File: src/rtl/pbm_pkg.sv
package pbm_pkg;
  localparam int unsigned CMD_W  = 3;
  localparam int unsigned SIZE_W = 3;
  localparam int unsigned PKT_W  = 5;

  typedef enum logic [CMD_W-1:0] {
    CMD_NOP      = 3'd0,
    CMD_ALLOC    = 3'd1,
    CMD_RESET    = 3'd2,
    CMD_RX_POP   = 3'd3,
    CMD_RX_FREE  = 3'd4,
    CMD_REL_PKT  = 3'd5,
    CMD_TX_ENQ   = 3'd6,
    CMD_TX_RESET = 3'd7
  } cmd_e;
endpackage

File: src/rtl/pbm_fifo.sv
module pbm_fifo #(
  parameter int unsigned W     = 5,
  parameter int unsigned DEPTH = 8
) (
  input  logic         clk_i,
  input  logic         rst_ni,
  input  logic         clr_i,
  input  logic         push_i,
  input  logic [W-1:0] data_i,
  input  logic         pop_i,
  output logic [W-1:0] head_o,
  output logic         empty_o,
  output logic         full_o
);
  localparam int unsigned AW = (DEPTH > 1) ? $clog2(DEPTH) : 1;
  localparam int unsigned CW = $clog2(DEPTH + 1);

  logic [W-1:0]  mem_q [DEPTH];
  logic [AW-1:0] wr_q, rd_q;
  logic [CW-1:0] cnt_q;
  logic          do_pop, do_push;

  assign empty_o = (cnt_q == '0);
  assign full_o  = (cnt_q == CW'(DEPTH));
  assign head_o  = mem_q[rd_q];
  assign do_pop  = pop_i && !empty_o;
  assign do_push = push_i && (!full_o || do_pop);

  function automatic logic [AW-1:0] nxt(input logic [AW-1:0] p);
    return (p == AW'(DEPTH - 1)) ? '0 : p + 1'b1;
  endfunction

  always_ff @(posedge clk_i or negedge rst_ni) begin
    if (!rst_ni) begin
      wr_q  <= '0;
      rd_q  <= '0;
      cnt_q <= '0;
    end else if (clr_i) begin
      wr_q  <= '0;
      rd_q  <= '0;
      cnt_q <= '0;
    end else begin
      if (do_push) wr_q <= nxt(wr_q);
      if (do_pop)  rd_q <= nxt(rd_q);
      if (do_push && !do_pop)      cnt_q <= cnt_q + 1'b1;
      else if (do_pop && !do_push) cnt_q <= cnt_q - 1'b1;
    end
  end

  always_ff @(posedge clk_i) begin
    if (do_push && !clr_i) mem_q[wr_q] <= data_i;
  end
endmodule

File: src/rtl/pbm_page_table.sv
module pbm_page_table #(
  parameter int unsigned NPAGES = 32,
  parameter int unsigned PKT_W  = 5,
  parameter int unsigned NEED_W = 4
) (
  input  logic             clk_i,
  input  logic             rst_ni,
  input  logic             clr_i,
  input  logic             alloc_i,
  input  logic [NEED_W-1:0] need_i,
  output logic             alloc_ok_o,
  output logic [PKT_W-1:0] alloc_pkt_o,
  input  logic [PKT_W-1:0] rel_pkt_i,
  input  logic             rel_step_i,
  input  logic             rel_done_i,
  output logic             rel_hit_o
);
  localparam int unsigned NPKT = 2 ** PKT_W;
  localparam int unsigned CW   = $clog2(NPAGES + 1);
  localparam int unsigned PW   = (NPAGES > 1) ? $clog2(NPAGES) : 1;

  logic [NPAGES-1:0] pg_used_q;
  logic [PKT_W-1:0]  pg_own_q [NPAGES];
  logic [NPKT-1:0]   pkt_used_q;

  logic [NPAGES-1:0] take;
  logic [CW-1:0]     free_cnt;
  logic              pkt_found;
  logic [PKT_W-1:0]  pkt_idx;
  logic [PW-1:0]     rel_idx;

  // lowest free pages up to the requested count
  always_comb begin
    logic [CW-1:0] acc;
    acc = '0;
    for (int i = 0; i < NPAGES; i++) begin
      take[i] = !pg_used_q[i] && (acc < CW'(need_i));
      if (!pg_used_q[i]) acc = acc + 1'b1;
    end
    free_cnt = acc;
  end

  always_comb begin
    pkt_found = 1'b0;
    pkt_idx   = '0;
    for (int i = NPKT - 1; i >= 0; i--) begin
      if (!pkt_used_q[i]) begin
        pkt_found = 1'b1;
        pkt_idx   = PKT_W'(i);
      end
    end
  end

  always_comb begin
    rel_hit_o = 1'b0;
    rel_idx   = '0;
    for (int i = NPAGES - 1; i >= 0; i--) begin
      if (pg_used_q[i] && pg_own_q[i] == rel_pkt_i) begin
        rel_hit_o = 1'b1;
        rel_idx   = PW'(i);
      end
    end
  end

  assign alloc_ok_o  = pkt_found && (free_cnt >= CW'(need_i));
  assign alloc_pkt_o = pkt_idx;

  always_ff @(posedge clk_i or negedge rst_ni) begin
    if (!rst_ni) begin
      pg_used_q  <= '0;
      pkt_used_q <= '0;
    end else if (clr_i) begin
      pg_used_q  <= '0;
      pkt_used_q <= '0;
    end else if (alloc_i && alloc_ok_o) begin
      pg_used_q           <= pg_used_q | take;
      pkt_used_q[pkt_idx] <= 1'b1;
    end else if (rel_step_i && rel_hit_o) begin
      pg_used_q[rel_idx] <= 1'b0;
    end else if (rel_done_i) begin
      pkt_used_q[rel_pkt_i] <= 1'b0;
    end
  end

  generate
    for (genvar g = 0; g < NPAGES; g++) begin : g_own
      always_ff @(posedge clk_i or negedge rst_ni) begin
        if (!rst_ni)                             pg_own_q[g] <= '0;
        else if (alloc_i && alloc_ok_o && take[g]) pg_own_q[g] <= pkt_idx;
      end
    end
  endgenerate
endmodule

File: src/rtl/pkt_buf_mgr.sv
module pkt_buf_mgr
  import pbm_pkg::*;
#(
  parameter int unsigned NPAGES = 32,
  parameter int unsigned QDEPTH = 8
) (
  input  logic             clk_i,
  input  logic             rst_ni,
  input  logic             cmd_we_i,
  input  logic [2:0]       cmd_i,
  input  logic [2:0]       size_i,
  input  logic             pnr_we_i,
  input  logic [4:0]       pnr_i,
  output logic [4:0]       pnr_o,
  input  logic             alloc_ie_i,
  input  logic             alloc_ack_i,
  output logic [5:0]       ares_o,
  output logic             alloc_int_o,
  output logic             busy_o,
  output logic [4:0]       tx_head_o,
  output logic             tx_empty_o,
  input  logic             tx_pop_i,
  input  logic             txc_push_i,
  input  logic [4:0]       txc_pkt_i,
  output logic [4:0]       txc_head_o,
  output logic             txc_empty_o,
  input  logic             txc_pop_i,
  input  logic             rx_push_i,
  input  logic [4:0]       rx_pkt_i,
  output logic [4:0]       rx_head_o,
  output logic             rx_empty_o,
  output logic             rx_int_o
);
  localparam int unsigned NEED_W = SIZE_W + 1;

  logic             busy_q, int_q;
  logic [PKT_W-1:0] pnr_q, tgt_q;
  logic [PKT_W:0]   ares_q;
  cmd_e             cmd;
  logic             acc, do_alloc, do_reset, do_txrst, rx_pop, tx_push, start_rel;
  logic             alloc_ok, rel_hit, rel_step, rel_done;
  logic [PKT_W-1:0] alloc_pkt;
  logic             tx_full, txc_full, rx_full;

  assign cmd       = cmd_e'(cmd_i);
  assign acc       = cmd_we_i && !busy_q;
  assign do_alloc  = acc && cmd == CMD_ALLOC;
  assign do_reset  = acc && cmd == CMD_RESET;
  assign do_txrst  = acc && cmd == CMD_TX_RESET;
  assign tx_push   = acc && cmd == CMD_TX_ENQ;
  assign rx_pop    = acc && (cmd == CMD_RX_POP || cmd == CMD_RX_FREE) && !rx_empty_o;
  assign start_rel = (acc && cmd == CMD_REL_PKT) ||
                     (acc && cmd == CMD_RX_FREE && !rx_empty_o);
  assign rel_step  = busy_q && rel_hit;
  assign rel_done  = busy_q && !rel_hit;

  pbm_page_table #(.NPAGES(NPAGES), .PKT_W(PKT_W), .NEED_W(NEED_W)) u_pt (
    .clk_i, .rst_ni,
    .clr_i      (do_reset),
    .alloc_i    (do_alloc),
    .need_i     (NEED_W'(size_i) + 1'b1),
    .alloc_ok_o (alloc_ok),
    .alloc_pkt_o(alloc_pkt),
    .rel_pkt_i  (tgt_q),
    .rel_step_i (rel_step),
    .rel_done_i (rel_done),
    .rel_hit_o  (rel_hit)
  );

  pbm_fifo #(.W(PKT_W), .DEPTH(QDEPTH)) u_txq (
    .clk_i, .rst_ni,
    .clr_i(do_reset || do_txrst), .push_i(tx_push), .data_i(pnr_q),
    .pop_i(tx_pop_i), .head_o(tx_head_o), .empty_o(tx_empty_o), .full_o(tx_full)
  );

  pbm_fifo #(.W(PKT_W), .DEPTH(QDEPTH)) u_txcq (
    .clk_i, .rst_ni,
    .clr_i(do_reset || do_txrst), .push_i(txc_push_i), .data_i(txc_pkt_i),
    .pop_i(txc_pop_i), .head_o(txc_head_o), .empty_o(txc_empty_o), .full_o(txc_full)
  );

  pbm_fifo #(.W(PKT_W), .DEPTH(QDEPTH)) u_rxq (
    .clk_i, .rst_ni,
    .clr_i(do_reset), .push_i(rx_push_i), .data_i(rx_pkt_i),
    .pop_i(rx_pop), .head_o(rx_head_o), .empty_o(rx_empty_o), .full_o(rx_full)
  );

  always_ff @(posedge clk_i or negedge rst_ni) begin
    if (!rst_ni) begin
      busy_q <= 1'b0;
      tgt_q  <= '0;
      pnr_q  <= '0;
      ares_q <= '0;
      int_q  <= 1'b0;
    end else begin
      if (pnr_we_i) pnr_q <= pnr_i;
      if (start_rel) begin
        busy_q <= 1'b1;
        tgt_q  <= (cmd == CMD_RX_FREE) ? rx_head_o : pnr_q;
      end else if (rel_done) begin
        busy_q <= 1'b0;
      end
      if (do_alloc) ares_q <= alloc_ok ? {1'b0, alloc_pkt} : {1'b1, {PKT_W{1'b0}}};
      if (do_reset)                          int_q <= 1'b0;
      else if (do_alloc && alloc_ok && alloc_ie_i) int_q <= 1'b1;
      else if (alloc_ack_i)                  int_q <= 1'b0;
    end
  end

  assign busy_o      = busy_q;
  assign pnr_o       = pnr_q;
  assign ares_o      = ares_q;
  assign alloc_int_o = int_q;
  assign rx_int_o    = !rx_empty_o;
endmodule

File: config.mk
export PLATFORM = sky130hd
export DESIGN_NAME = pkt_buf_mgr
export DESIGN_NICKNAME = d
export VERILOG_FILES = /design/src/rtl/pbm_pkg.sv /design/src/rtl/pbm_fifo.sv /design/src/rtl/pbm_page_table.sv /design/src/rtl/pkt_buf_mgr.sv
export SDC_FILE = /design/constraint.sdc
export NUM_CORES = 1
export LEC_CHECK = 0
export BUFFER_PORTS_ARGS = -buffer_cell sky130_fd_sc_hd__buf_2
export CAP_MARGIN = 20
export CELL_PAD_IN_SITES_DETAIL_PLACEMENT = 2
export CELL_PAD_IN_SITES_GLOBAL_PLACEMENT = 2
export CORE_MARGIN = 2
export CORE_UTILIZATION = 30
export DETAILED_ROUTE_END_ITERATION = 8
export PLACE_DENSITY = 0.61
export REMOVE_ABC_BUFFERS = 1
export SYNTH_ARGS = -nofsm -noshare
export SYNTH_HDL_FRONTEND = slang
export SYNTH_SLANG_ARGS = --single-unit
File: constraint.sdc
create_clock -name clk_i -period 18.2 [get_ports clk_i]
set_input_delay 2.73 -clock clk_i [delete_from_list [all_inputs] [get_ports clk_i]]
set_output_delay 2.73 -clock clk_i [all_outputs]
set_load 0.03 [all_outputs]
==> results list <==
- A synthesized cell averages 10.4 sq um.
* Max Fclk: 0.0544 GHz
- Across all hold checks on the routed design, the worst slack comes to 0.507 ns.
- The wire-length estimate of the detail-placed layout is 66.8 mm.
* I/O pin cnt: 63
* Share of the yosys chip area belonging to registers: 0.379
- The clock reaches the later pin of the worst-skew pair after 0.59 ns.
* Number of detailed-route iterations in the first pass: 5
* Number of distinct library cell variants in the gate-level netlist after synthesis: 119
* Setup slack of the critical path after layout: -0.174 ns
- Arrival time of data at the critical path endpoint: 18.85 ns
- Effective utilization at floorplan: 0.304
- The first global-routing pass estimated 152 mm of wire.
- Final routed wirelength across all metal layers: 97.3 mm
- Synth Instances: 2639
- After floorplanning, the core was sized to cover 90300 sq um.
- In this run, post-CTS hold repair placed 0 buffers.
* Final core occ: 0.378
- Largest fanout of any net on the critical path: 8
* Via Count: 21900
* Proportion of layout cells with a drive suffix above 1: 0.301
- The net count of the finished layout is 3064.
- After detailed routing, the number of remaining DRC violations is 0.
* Crit-path most repeated cell: buf_4
* Uppermost layer routed: met4
* Number of hold-slack violations in the final timing report: 0
- In this run the remaining antenna-violating nets after routing total 0.
* Maximum clock path buffer count: 3
- The via count of the first global-routing pass is 25000.
- The cell area that synthesis handed to floorplanning was 27400 sq um.
* Worst path max stage delay: 0.45 ns
- STA classifies the critical path startpoint as a flip-flop.
* Nature of the critical path endpoint: flip-flop
- The floorplan step defined a die boundary enclosing 93900 sq um.
* Final setup viols: 123
* Run status: finished with violations
- For this design, the sink count on the clock tree is 392.
- Critical-path top delay cell: dfrtp_2
* Setup skew after layout: 0.0283 ns
- Routed vias/inst: 5.30
* Post-synthesis register bit count: 392
* Layout filler cell count: 9556
- Clock Tree Root: clkbuf_16
* Failing checks: negative setup slack
* Number of rows created at floorplan: 110
- Shortest period the worst path allows: 18.37 ns
- H-Tree Level Count: 2
- Met3 layer wire length in the routed design: 1.77 mm
* TritonCTS clock tree: done
* N_diodes: 0
- Total clock buffers created by CTS: 47
- Counting flops with an async set or reset pin after synthesis yields a share of 0.694.
* Final worst path period share: 1.01
- Worst slew margin relative to its limit: 0.237
- Layout overhead on the synthesized area: 24.5%
- Mean routed wirelength per cell: 23.6 um
- The initial antenna violation count is 2.
- Counting flops with a built-in enable in the synthesized netlist gives 120.
- DR WL met2: 49.1 mm
* WL met1: 45.1 mm
* Number of max-cap violations: 0
- Worst EP required: 18.68 ns
- Setup repair after global routing could not meet its margin everywhere.
- In this run, the number of DRC markers left after iteration 0 of detailed routing was 877.
- Entering global routing, the biggest net connects 181 pins.
- During synthesis, Yosys emitted a total of 0 warnings.
- After clock tree synthesis, the clock-pin slew on the worst setup and hold paths is 0.06 ns.
- The final max-slew violation count was 0.
- At the end of routability-driven placement, the weighted congestion stood at 0.822.
* Global route overflow: 0
- Actual transition at the worst max-transition pin: 1.14 ns
* Primary FF master, synth: dfrtp_1
* Path category of the worst min-delay check: reg -> reg
- Die Wd: 306 um
- The die is 306 um tall.
- Critical path start-end classification: reg -> reg
- GRT Total Usage: 0.206
- Input and output buffers added on the ports amount to 62.
==> worst max-delay path: cells and delay by family, from the launching register on <==
family                   cells  cell delay [ns]
AO/OA/AOI/OAI               26             4.59
adder cells (fa/ha/maj)     15             3.97
AND/OR/NAND/NOR             26             2.93
buffers and inverters       20             2.48
multiplexers                 8             2.30
XOR/XNOR                     9             1.49
flip-flops                   1             0.45
==> cell usage after synthesis, types with 17 or more instances <==
| cell type | instances | share of area |
|---|---|---|
| clkbuf_1 | 88 | 0.012 |
| ha_1 | 120 | 0.055 |
| inv_1 | 87 | 0.012 |
| a211oi_1 | 41 | 0.011 |
| nand4_1 | 38 | 0.0087 |
| nand2_1 | 172 | 0.024 |
| a31oi_1 | 19 | 0.0043 |
| xnor2_1 | 225 | 0.072 |
| edfxtp_1 | 120 | 0.13 |
| dfrtp_1 | 272 | 0.25 |
| xnor2_2 | 17 | 0.010 |
| nor2b_1 | 46 | 0.010 |
| nor3_1 | 73 | 0.013 |
| nand2b_1 | 40 | 0.0091 |
| nand3_1 | 45 | 0.0082 |
| and2_1 | 22 | 0.0050 |
| mux2i_1 | 34 | 0.012 |
| nor4_1 | 30 | 0.0068 |
| o21ai_0 | 137 | 0.025 |
| xor2_1 | 108 | 0.034 |
| buf_1 | 24 | 0.0033 |
| a21o_1 | 28 | 0.0077 |
| mux2_1 | 112 | 0.046 |
| mux4_2 | 30 | 0.025 |
| a21oi_1 | 114 | 0.021 |
| xnor3_1 | 17 | 0.014 |
| and3_1 | 29 | 0.0066 |
| nor2_1 | 152 | 0.021 |
| nor3b_1 | 22 | 0.0060 |
| mux2_2 | 68 | 0.028 |
==> placed cells by master (no fill, tap or decap), types with 19 or more instances in the layout <==
cell type,count
o21ai_2,22
nand2_1,154
xor2_1,107
mux2i_1,32
nand2b_1,37
and3_1,24
xnor2_1,216
mux2_4,82
nand4_1,38
nor2_1,142
o21ai_0,107
nor3b_1,20
dfrtp_1,266
nor3_1,71
buf_2,61
edfxtp_1,120
nand3_1,42
buf_6,19
xnor2_2,24
inv_1,83
mux4_2,30
nor4_1,30
a21oi_2,33
mux2_1,41
a211oi_1,32
buf_4,259
clkbuf_16,48
mux2_2,58
ha_1,106
a21o_1,28
a21oi_1,78
nor2b_1,41
==> stage by stage <==
stage	setup TNS [ns]	area [sq um]	std cells	worst slack (ns)
floorplan	-190.61	26900	2513	-1.04
global placement	-174.74	30300	3951	-0.944
detailed placement	-393.03	30400	3952	-1.91
CTS	0	33000	4105	0.0103
global route	-183.32	34200	4124	-0.967
finish	-8.65	34200	4124	-0.174
==> routing by layer <==
| metal | GRT usage | vias up |
|---|---|---|
| met3 | 0.0144 | 102 |
| met1 | 0.276 | 11500 |
| met5 | 0 | - |
| met4 | 0.0342 | 0 |
| met2 | 0.370 | 208 |
| li1 | - | 10100 |
==> layout make-up <==
class	count	area (sq um)	share of cell area
repair buffers	348	2630	0.0769
inverters	98	374	0.0109
well taps	1176	1470	0.0431
multi-input cells	2023	17700	0.517
flip-flops and latches	392	10400	0.305
clock inverters	25	314	0.00919
clock buffers	62	1290	0.0379
==> cells by family after synthesis <==
logic type,count (synthesis),share of synthesized area
AO/OA/AOI/OAI,496,0.118
XOR/XNOR,389,0.150
adder cells (fa/ha/maj),124,0.0573
buffers and inverters,224,0.0329
flip-flops,392,0.379
multiplexers,246,0.112
other,1,0.000137
AND/OR/NAND/NOR,767,0.150
==> path summary, 6_finish.rpt <==
check | startpoint | endpoint | slack (ns) | cells after the start
worst max-delay path | u_pt.pg_used_q[0] | u_pt.pg_own_q[3] | -0.17 | 104
max in group asynchronous | rst_ni | u_pt.pg_own_q[75] | 14.47 | 2
worst max register to register | u_pt.pg_used_q[0] | u_pt.pg_own_q[3] | -0.17 | 104
min in group asynchronous | rst_ni | u_rxq.wr_q[1] | 2.14 | 1
worst min register to register | u_pt.pg_own_q[5] | u_pt.pg_own_q[5] | 0.51 | 1
worst min-delay path | u_pt.pg_own_q[5] | u_pt.pg_own_q[5] | 0.51 | 1
==> what timing repair did <==
action | 4_1_cts | 5_1_grt
gates resized for setup | 118 | 250
endpoints found under the hold margin | 0 | 0
setup buffers | 67 | 28
gates cloned | 0 | 0
setup endpoints to repair | 231 | 231
pin swaps | 62 | 91
==> sequential cells by signal (all words and copies together), names as in the netlist, 3 cells and up <==
name             count
u_pt.pg_own_q      160
u_rxq.mem_q         40
u_txcq.mem_q        40
u_txq.mem_q         40
u_pt.pg_used_q      32
u_pt.pkt_used_q     32
ares_o               6
pnr_o                5
tgt_q                5
u_rxq.cnt_q          4
u_txcq.cnt_q         4
u_txq.cnt_q          4
u_rxq.rd_q           3
u_rxq.wr_q           3
u_txcq.rd_q          3
u_txcq.wr_q          3
u_txq.rd_q           3
u_txq.wr_q           3
Power is not shown: default switching activity piles up to over one toggle a cycle in this logic, so the estimate is an artifact.
